==> src/rtl/tmr_pkg.sv <==
`timescale 1ns/1ps
package tmr_pkg;
  // Register offsets (4-bit address space)
  localparam logic [3:0] ADR_T1_CNT_LO = 4'd4;
  localparam logic [3:0] ADR_T1_CNT_HI = 4'd5;
  localparam logic [3:0] ADR_T1_LAT_LO = 4'd6;
  localparam logic [3:0] ADR_T1_LAT_HI = 4'd7;
  localparam logic [3:0] ADR_T2_LO     = 4'd8;
  localparam logic [3:0] ADR_T2_HI     = 4'd9;
  localparam logic [3:0] ADR_FLAGS     = 4'd13;
  localparam logic [3:0] ADR_ENABLE    = 4'd14;

  // Flag bit positions
  localparam int FLG_T1 = 6;
  localparam int FLG_T2 = 5;
endpackage

==> src/rtl/tmr_reload_counter.sv <==
`timescale 1ns/1ps
module tmr_reload_counter #(
  parameter int BW = 8
) (
  input  logic            clk,
  input  logic            rst,
  input  logic            tick,
  input  logic            lat_lo_we,
  input  logic            lat_hi_we,
  input  logic            start,
  input  logic [BW-1:0]   wbyte,
  output logic [2*BW-1:0] count,
  output logic [2*BW-1:0] latch,
  output logic            expire
);
  localparam int CW = 2*BW;

  logic [CW-1:0] cnt_q, cnt_d, lat_q, lat_d;
  logic          under_q, under_d;

  always_comb begin
    lat_d = lat_q;
    if (lat_lo_we) lat_d[BW-1:0]  = wbyte;
    if (lat_hi_we) lat_d[CW-1:BW] = wbyte;
  end

  always_comb begin
    cnt_d   = cnt_q;
    under_d = under_q;
    if (start) begin
      cnt_d   = {wbyte, lat_q[BW-1:0]};
      under_d = 1'b0;
    end else if (tick) begin
      if (under_q) begin
        cnt_d   = lat_q;
        under_d = 1'b0;
      end else begin
        cnt_d   = cnt_q - 1'b1;
        under_d = (cnt_q == '0);
      end
    end
  end

  always_ff @(posedge clk) begin
    if (rst) begin
      cnt_q   <= '1;
      lat_q   <= '1;
      under_q <= 1'b0;
    end else begin
      cnt_q   <= cnt_d;
      lat_q   <= lat_d;
      under_q <= under_d;
    end
  end

  assign count  = cnt_q;
  assign latch  = lat_q;
  assign expire = tick && !start && (cnt_d == '0);

  a_r1_t1_reset: assert property (@(posedge clk)
    rst |=> (cnt_q == '1 && lat_q == '1));
  a_r2_t1_hold: assert property (@(posedge clk) disable iff (rst)
    (!tick && !start) |=> $stable(cnt_q));
  a_r3_pass_ffff: assert property (@(posedge clk) disable iff (rst)
    (tick && !start && !under_q && cnt_q == '0) |=> (cnt_q == '1));
  a_r3_reload: assert property (@(posedge clk) disable iff (rst)
    (tick && !start && under_q) |=> (cnt_q == $past(lat_q)));
  a_r4_load: assert property (@(posedge clk) disable iff (rst)
    start |=> (cnt_q == {$past(wbyte), $past(lat_q[BW-1:0])}));
endmodule

==> src/rtl/tmr_wrap_counter.sv <==
`timescale 1ns/1ps
module tmr_wrap_counter #(
  parameter int BW = 8
) (
  input  logic            clk,
  input  logic            rst,
  input  logic            tick,
  input  logic            lo_we,
  input  logic            hi_we,
  input  logic [BW-1:0]   wbyte,
  output logic [2*BW-1:0] count,
  output logic            expire
);
  localparam int CW = 2*BW;

  logic [BW-1:0] lo_q;
  logic [CW-1:0] cnt_q, cnt_d;

  always_comb begin
    cnt_d = cnt_q;
    if (hi_we)     cnt_d = {wbyte, lo_q};
    else if (tick) cnt_d = cnt_q - 1'b1;
  end

  always_ff @(posedge clk) begin
    if (rst) begin
      lo_q  <= '0;
      cnt_q <= '1;
    end else begin
      if (lo_we) lo_q <= wbyte;
      cnt_q <= cnt_d;
    end
  end

  assign count  = cnt_q;
  assign expire = tick && !hi_we && (cnt_d == '0);

  a_r1_t2_reset: assert property (@(posedge clk)
    rst |=> (cnt_q == '1 && lo_q == '0));
  a_r2_t2_hold: assert property (@(posedge clk) disable iff (rst)
    (!tick && !hi_we) |=> $stable(cnt_q));
  a_r7_wrap: assert property (@(posedge clk) disable iff (rst)
    (tick && !hi_we && cnt_q == '0) |=> (cnt_q == '1));
  a_r7_load: assert property (@(posedge clk) disable iff (rst)
    (hi_we && !lo_we) |=> (cnt_q == {$past(wbyte), lo_q}));
endmodule

==> src/rtl/tmr_irq_ctrl.sv <==
`timescale 1ns/1ps
module tmr_irq_ctrl #(
  parameter int FN = 7
) (
  input  logic          clk,
  input  logic          rst,
  input  logic [FN-1:0] set_evt,
  input  logic [FN-1:0] clr_evt,
  input  logic          en_wr,
  input  logic          en_on,
  input  logic [FN-1:0] en_bits,
  output logic [FN-1:0] flags,
  output logic [FN-1:0] enables,
  output logic          irq
);
  for (genvar i = 0; i < FN; i++) begin : g_bit
    always_ff @(posedge clk) begin
      if (rst) begin
        flags[i]   <= 1'b0;
        enables[i] <= 1'b0;
      end else begin
        if (set_evt[i])      flags[i] <= 1'b1;
        else if (clr_evt[i]) flags[i] <= 1'b0;
        if (en_wr && en_bits[i]) enables[i] <= en_on;
      end
    end
  end

  assign irq = |(flags & enables);

  a_r1_irq_reset: assert property (@(posedge clk)
    rst |=> (flags == '0 && enables == '0));
  a_r9_set: assert property (@(posedge clk) disable iff (rst)
    (|set_evt) |=> ((flags & $past(set_evt)) == $past(set_evt)));
  a_r10_clear: assert property (@(posedge clk) disable iff (rst)
    (|(clr_evt & ~set_evt)) |=> ((flags & $past(clr_evt & ~set_evt)) == '0));
  a_r10_set_wins: assert property (@(posedge clk) disable iff (rst)
    (|(clr_evt & set_evt)) |=> ((flags & $past(clr_evt & set_evt)) == $past(clr_evt & set_evt)));
  a_r12_irq_cause: assert property (@(posedge clk) disable iff (rst)
    $rose(irq) |-> $past((|set_evt) || en_wr));
endmodule

==> src/rtl/dual_timer_unit.sv <==
`timescale 1ns/1ps
module dual_timer_unit #(
  parameter int BW = 8,
  parameter int AW = 4
) (
  input  logic          clk,
  input  logic          rst,
  input  logic          cnt_en,
  input  logic [AW-1:0] bus_addr,
  input  logic [BW-1:0] bus_wdata,
  input  logic          bus_wr,
  input  logic          bus_rd,
  output logic [BW-1:0] bus_rdata,
  output logic          irq
);
  import tmr_pkg::*;

  localparam int CW = 2*BW;
  localparam int FN = BW-1;

  logic w_t1lo, w_t1hi, w_l1lo, w_l1hi, w_t2lo, w_t2hi, w_flg, w_ena;
  logic r_t2lo;

  assign w_t1lo = bus_wr && (bus_addr == AW'(ADR_T1_CNT_LO));
  assign w_t1hi = bus_wr && (bus_addr == AW'(ADR_T1_CNT_HI));
  assign w_l1lo = bus_wr && (bus_addr == AW'(ADR_T1_LAT_LO));
  assign w_l1hi = bus_wr && (bus_addr == AW'(ADR_T1_LAT_HI));
  assign w_t2lo = bus_wr && (bus_addr == AW'(ADR_T2_LO));
  assign w_t2hi = bus_wr && (bus_addr == AW'(ADR_T2_HI));
  assign w_flg  = bus_wr && (bus_addr == AW'(ADR_FLAGS));
  assign w_ena  = bus_wr && (bus_addr == AW'(ADR_ENABLE));
  assign r_t2lo = bus_rd && (bus_addr == AW'(ADR_T2_LO));

  logic [CW-1:0] t1_cnt, t1_lat, t2_cnt;
  logic          t1_exp, t2_exp;

  tmr_reload_counter #(.BW(BW)) u_t1 (
    .clk(clk), .rst(rst), .tick(cnt_en),
    .lat_lo_we(w_t1lo || w_l1lo), .lat_hi_we(w_t1hi || w_l1hi),
    .start(w_t1hi), .wbyte(bus_wdata),
    .count(t1_cnt), .latch(t1_lat), .expire(t1_exp)
  );

  tmr_wrap_counter #(.BW(BW)) u_t2 (
    .clk(clk), .rst(rst), .tick(cnt_en),
    .lo_we(w_t2lo), .hi_we(w_t2hi), .wbyte(bus_wdata),
    .count(t2_cnt), .expire(t2_exp)
  );

  logic [FN-1:0] set_v, clr_v, flags, enables;

  always_comb begin
    set_v = '0;
    set_v[FLG_T1] = t1_exp;
    set_v[FLG_T2] = t2_exp;
    clr_v = w_flg ? bus_wdata[FN-1:0] : '0;
    if (w_t1hi || w_l1hi) clr_v[FLG_T1] = 1'b1;
    if (r_t2lo)           clr_v[FLG_T2] = 1'b1;
  end

  tmr_irq_ctrl #(.FN(FN)) u_irq (
    .clk(clk), .rst(rst), .set_evt(set_v), .clr_evt(clr_v),
    .en_wr(w_ena), .en_on(bus_wdata[BW-1]), .en_bits(bus_wdata[FN-1:0]),
    .flags(flags), .enables(enables), .irq(irq)
  );

  logic [BW-1:0] rd_mux;

  always_comb begin
    rd_mux = '0;
    if      (bus_addr == AW'(ADR_T1_CNT_LO)) rd_mux = t1_cnt[BW-1:0];
    else if (bus_addr == AW'(ADR_T1_CNT_HI)) rd_mux = t1_cnt[CW-1:BW];
    else if (bus_addr == AW'(ADR_T1_LAT_LO)) rd_mux = t1_lat[BW-1:0];
    else if (bus_addr == AW'(ADR_T1_LAT_HI)) rd_mux = t1_lat[CW-1:BW];
    else if (bus_addr == AW'(ADR_T2_LO))     rd_mux = t2_cnt[BW-1:0];
    else if (bus_addr == AW'(ADR_T2_HI))     rd_mux = t2_cnt[CW-1:BW];
    else if (bus_addr == AW'(ADR_FLAGS))     rd_mux = {irq, flags};
    else if (bus_addr == AW'(ADR_ENABLE))    rd_mux = {1'b0, enables};
  end

  always_ff @(posedge clk) begin
    if (rst)         bus_rdata <= '0;
    else if (bus_rd) bus_rdata <= rd_mux;
  end

  a_r6_rdata_hold: assert property (@(posedge clk) disable iff (rst)
    !bus_rd |=> $stable(bus_rdata));
  a_r12_status_bit: assert property (@(posedge clk) disable iff (rst)
    (bus_rd && bus_addr == AW'(ADR_FLAGS)) |=> (bus_rdata[BW-1] == $past(irq)));
endmodule

==> config.mk <==
export PLATFORM = sky130hd
export DESIGN_NAME = dual_timer_unit
export DESIGN_NICKNAME = d
export VERILOG_FILES = /design/src/rtl/tmr_pkg.sv /design/src/rtl/tmr_reload_counter.sv /design/src/rtl/tmr_wrap_counter.sv /design/src/rtl/tmr_irq_ctrl.sv /design/src/rtl/dual_timer_unit.sv
export SDC_FILE = /design/constraint.sdc
export NUM_CORES = 1
export LEC_CHECK = 0
export ABC_AREA = 1
export BUFFER_PORTS_ARGS = -buffer_cell sky130_fd_sc_hd__clkbuf_2
export CORE_AREA = 2 2 97 99
export DETAILED_ROUTE_END_ITERATION = 6
export DIE_AREA = 0 0 99 101
export PLACE_DENSITY_LB_ADDON = 0.05
export SYNTH_ARGS = -nofsm -noshare
export SYNTH_HDL_FRONTEND = slang
export SYNTH_HIERARCHICAL = 1
export SYNTH_SLANG_ARGS = --single-unit
==> constraint.sdc <==
create_clock -name clk -period 5.65 [get_ports clk]
set_clock_uncertainty 0.1 [all_clocks]
set_input_delay 0.565 -clock clk [delete_from_list [all_inputs] [get_ports clk]]
set_output_delay 0.565 -clock clk [all_outputs]
set_load 0.01 [all_outputs]
==> results.md <==
* Outcome: finished clean
* Sequential element share of the synthesized area at 31.0%
* Number of clock sinks at 79
* Drt total wl at 15.1 mm
* Area added between synthesis and finish at 6.21%
* Die Outline Area at 10000 µm²
* Hold-fix buffers at CTS at 0
* Power density of the placed cells at 218 nW/µm²
* Final critical-path required period at 2470 ps
* Number of I/O port buffers at 25
* Hold path cells at 2
* ANT cells at 0
* Count of filler cells inserted in the layout at 902
* Worst voltage drop across the vdd grid at 0.000139 V
* Reg2reg path depth at 15
* Warnings, synthesis at 6
* CTS buffer count at 9
* FF-to-FF Start: u_t1/under_q$_SDFFE_PP0P_
* Drt first-iter violations at 308
* Asr flop ratio synth at 0%
* Sum of overflow across all layers after global routing at 0
* Number of enable flip-flop cells after synthesis at 0
* Overall die height at 101 µm
* Commonest non-fill, non-tap cell in the layout: nand2_1
* Die X-Extent at 99 µm
* Detailed-route vias per instance at 5.57
* Row Count at 35
* Int Pwr at 0.000795 W
* Fin crit share at 43.7%
* Total half-perimeter wirelength after legalization and detailed placement at 11.2 mm
* RePlAce Congestion at 0.969
* Layout cell share with drive strength beyond 1 at 14.7%
* Gate count of the mapped netlist at 829
* Max-slew headroom at the worst pin at 22.4%
* Most frequent cells in the layout: 263 x nand2_1, 101 x nand3_1, 89 x nor2_1
* Setup crit start kind: input port
* Switching power summed over all nets at 0.000383 W
* Number of levels the H-tree was split into at 3
* DR DRC count at 0
* Count of cells resized by post-cts repair at 0
* Static leakage power at 2.68 nW
* Initial antenna violation count at 0
* Finish-stage setup viols at 0
* Source-to-sink clock delay at the later pin of the worst-skew pair at 370 ps
* Main synth FF type: dfxtp_1
* R2r endpoint: u_irq/flags[6]$_SDFFE_PP0P_
* First-pass GRT wire length at 24.6 mm
* Worst-path maximum fanout at 20
* Detail Route Antenna Nets at 0
* Worst Hold Class: flip-flop to flip-flop
* CP Data Required Time at 5850 ps
* Type of destination of the critical path: flip-flop
* Hold wc startpoint: bus_rdata[1]$_SDFFE_PP0P_
* Clk slew on worst S/H paths at 100 ps
* Number of buffers added for setup after CTS at 0
* Transition time of the tightest slew-check pin at 1150 ps
* Sequential power share at 51.3%
* Maximum capacitance violations at 0
* Arrival time of data at the critical path endpoint at 2670 ps
* Detail-routed net length per standard cell at 15.8 µm
* Max Slew Vio Count at 0
* Total I/O pin count at 26
* Global-route usage over all layers at 31.4%
* Maximum achievable frequency at 405 MHz
* Clock tree root buffer cell: clkbuf_8
* Combinational cell fraction of total power at 13.1%
* Tot Pwr at 0.00118 W
* Via count of the first global-routing pass at 4937
* Initial DRT Pass Iterations at 5
* Worst setup path category: input port to flip-flop
* Starting Density at 56.8%
* Netlist cell types at 44
* Part of the total power dissipated in the clock network at 35.6%
* Worst hold path endpoint: bus_rdata[1]$_SDFFE_PP0P_
* Synth Area per Inst at 6.15 µm²
* Layout Nets at 863
* CTS tree: built
* Setup repair after global routing missed its margin: false
* Final count of hold timing violations at 0
* Overall via count from detail_route at 5350
* Largest net degree at the start of global routing at 32
* Core Area at 8980 µm²
* Final setup TNS at 0 ps
* Longest Clk Path Bufs at 2
* Count of state elements after synthesis at 79
* Post-Synthesis Cell Area at 5100 µm²
* R2r setup slk at 3430 ps
* Switch share at 32.5%
## Yosys cell counts (2+ instances only)
| library cell | number | area (µm²) |
|---|---|---|
| a21oi_1 | 43 | 215 |
| a21oi_2 | 5 | 43.8 |
| buf_2 | 4 | 20.0 |
| buf_4 | 5 | 37.5 |
| buf_6 | 5 | 56.3 |
| clkbuf_1 | 10 | 37.5 |
| clkbuf_4 | 2 | 15.0 |
| clkinv_1 | 5 | 18.8 |
| clkinv_2 | 2 | 10.0 |
| dfxtp_1 | 79 | 1580 |
| ha_1 | 2 | 25.0 |
| inv_1 | 72 | 270 |
| inv_2 | 10 | 37.5 |
| nand2_1 | 263 | 987 |
| nand2_2 | 8 | 50.1 |
| nand2_4 | 4 | 45.0 |
| nand3_1 | 101 | 505 |
| nand3_2 | 5 | 50.1 |
| nand3b_1 | 3 | 22.5 |
| nand4_1 | 10 | 62.6 |
| nor2_1 | 89 | 334 |
| nor2_2 | 22 | 138 |
| nor2_4 | 6 | 67.6 |
| nor2_8 | 3 | 60.1 |
| nor4_1 | 3 | 18.8 |
| o21ai_0 | 28 | 140 |
| o21ai_1 | 10 | 50.1 |
| or2_0 | 2 | 12.5 |
| or2_1 | 3 | 18.8 |
| or2_2 | 11 | 68.8 |
## worst max-delay path, cell delays in order
cell	delay, ps
clkbuf_2	90
inv_1	80
nand2_1	130
inv_2	140
nand2_1	100
nor2_1	100
buf_4	250
inv_2	190
o21ai_2	170
nand2_1	70
nor2_1	100
nand3_1	80
nor2_1	100
nand2_1	80
nor2_2	80
nand3_1	90
nor2_2	110
a21oi_1	50
nor2_1	100
## worst max path at each step
stage,start,to,cells past startpoint
4_1_cts,bus_addr[3],u_irq/flags[6]$_SDFFE_PP0P_,18
2_1_floorplan,bus_addr[3],u_irq/flags[6]$_SDFFE_PP0P_,18
3_3_place_gp,bus_addr[3],u_irq/flags[6]$_SDFFE_PP0P_,18
5_1_grt,bus_addr[3],u_irq/flags[6]$_SDFFE_PP0P_,18
6_report,bus_addr[3],u_irq/flags[6]$_SDFFE_PP0P_,19
3_5_place_dp,bus_addr[3],u_irq/flags[6]$_SDFFE_PP0P_,18
## power by group through the flow
| stage | clock network [W] | logic [W] | registers, W |
|---|---|---|---|
| floorplan | 0 | 0.000106 | 0.000608 |
| global placement | 0 | 0.000148 | 0.000616 |
| detailed placement | 0 | 0.000151 | 0.000617 |
| CTS | 0.000425 | 0.000152 | 0.000604 |
| global route | 0.000449 | 0.000172 | 0.000606 |
| finish | 0.000420 | 0.000155 | 0.000604 |
## final cells by class
class	count	area, µm²	area share (%)
Multi-Input combinational cell	637	3030	55.9
Sequential cell	79	1580	29.2
Inverter	90	343	6.33
Timing Repair Buffer	27	140	2.59
Tap cell	111	139	2.56
Clock buffer	9	124	2.29
Clock inverter	7	62.6	1.15
## metrics by stage
step	cell area [µm²]	hold slack, ps	util (%)	cells	setup WS (ps)
6_report	5420	371	60.3	960	3180
4_1_cts	5420	371	60.3	960	3220
5_1_grt	5420	386	60.3	960	2910
3_5_place_dp	5230	356	58.3	944	2830
2_1_floorplan	5120	337	-	833	3350
3_3_place_gp	5230	353	58.3	944	2870
## sequential cells by signal (all words and copies together), names as in the netlist
name / count
u_t1/count: 16
u_t1/latch: 16
u_t2/count: 16
bus_rdata: 8
u_t2/lo_q: 8
u_irq/enables: 7
u_irq/flags: 7
u_t1/under_q: 1
## layer usage
| layer | vias to the layer above | part of all wire [%] | wire, µm | GRT usage [%] |
|---|---|---|---|---|
| met3 | 56 | 5.1 | 765 | 3.95 |
| met4 | 0 | 4.5 | 680 | 16.0 |
| met2 | 190 | 49 | 7360 | 54.6 |
| met5 | - | 0 | 0 | 0 |
| li1 | 2672 | - | - | - |
| met1 | 2432 | 42 | 6340 | 38.0 |
## kinds of logic after synthesis
family | count (synthesis) | synth area share, %
compound gates | 93 | 9.93
xor+xnor | 1 | 0.172
fa+ha+maj | 2 | 0.490
buf+inv | 117 | 10.1
flops | 79 | 31.0
other cells | 1 | 0.0735
simple gates | 536 | 48.3
Note: power is estimated with default switching activity, not from simulation.
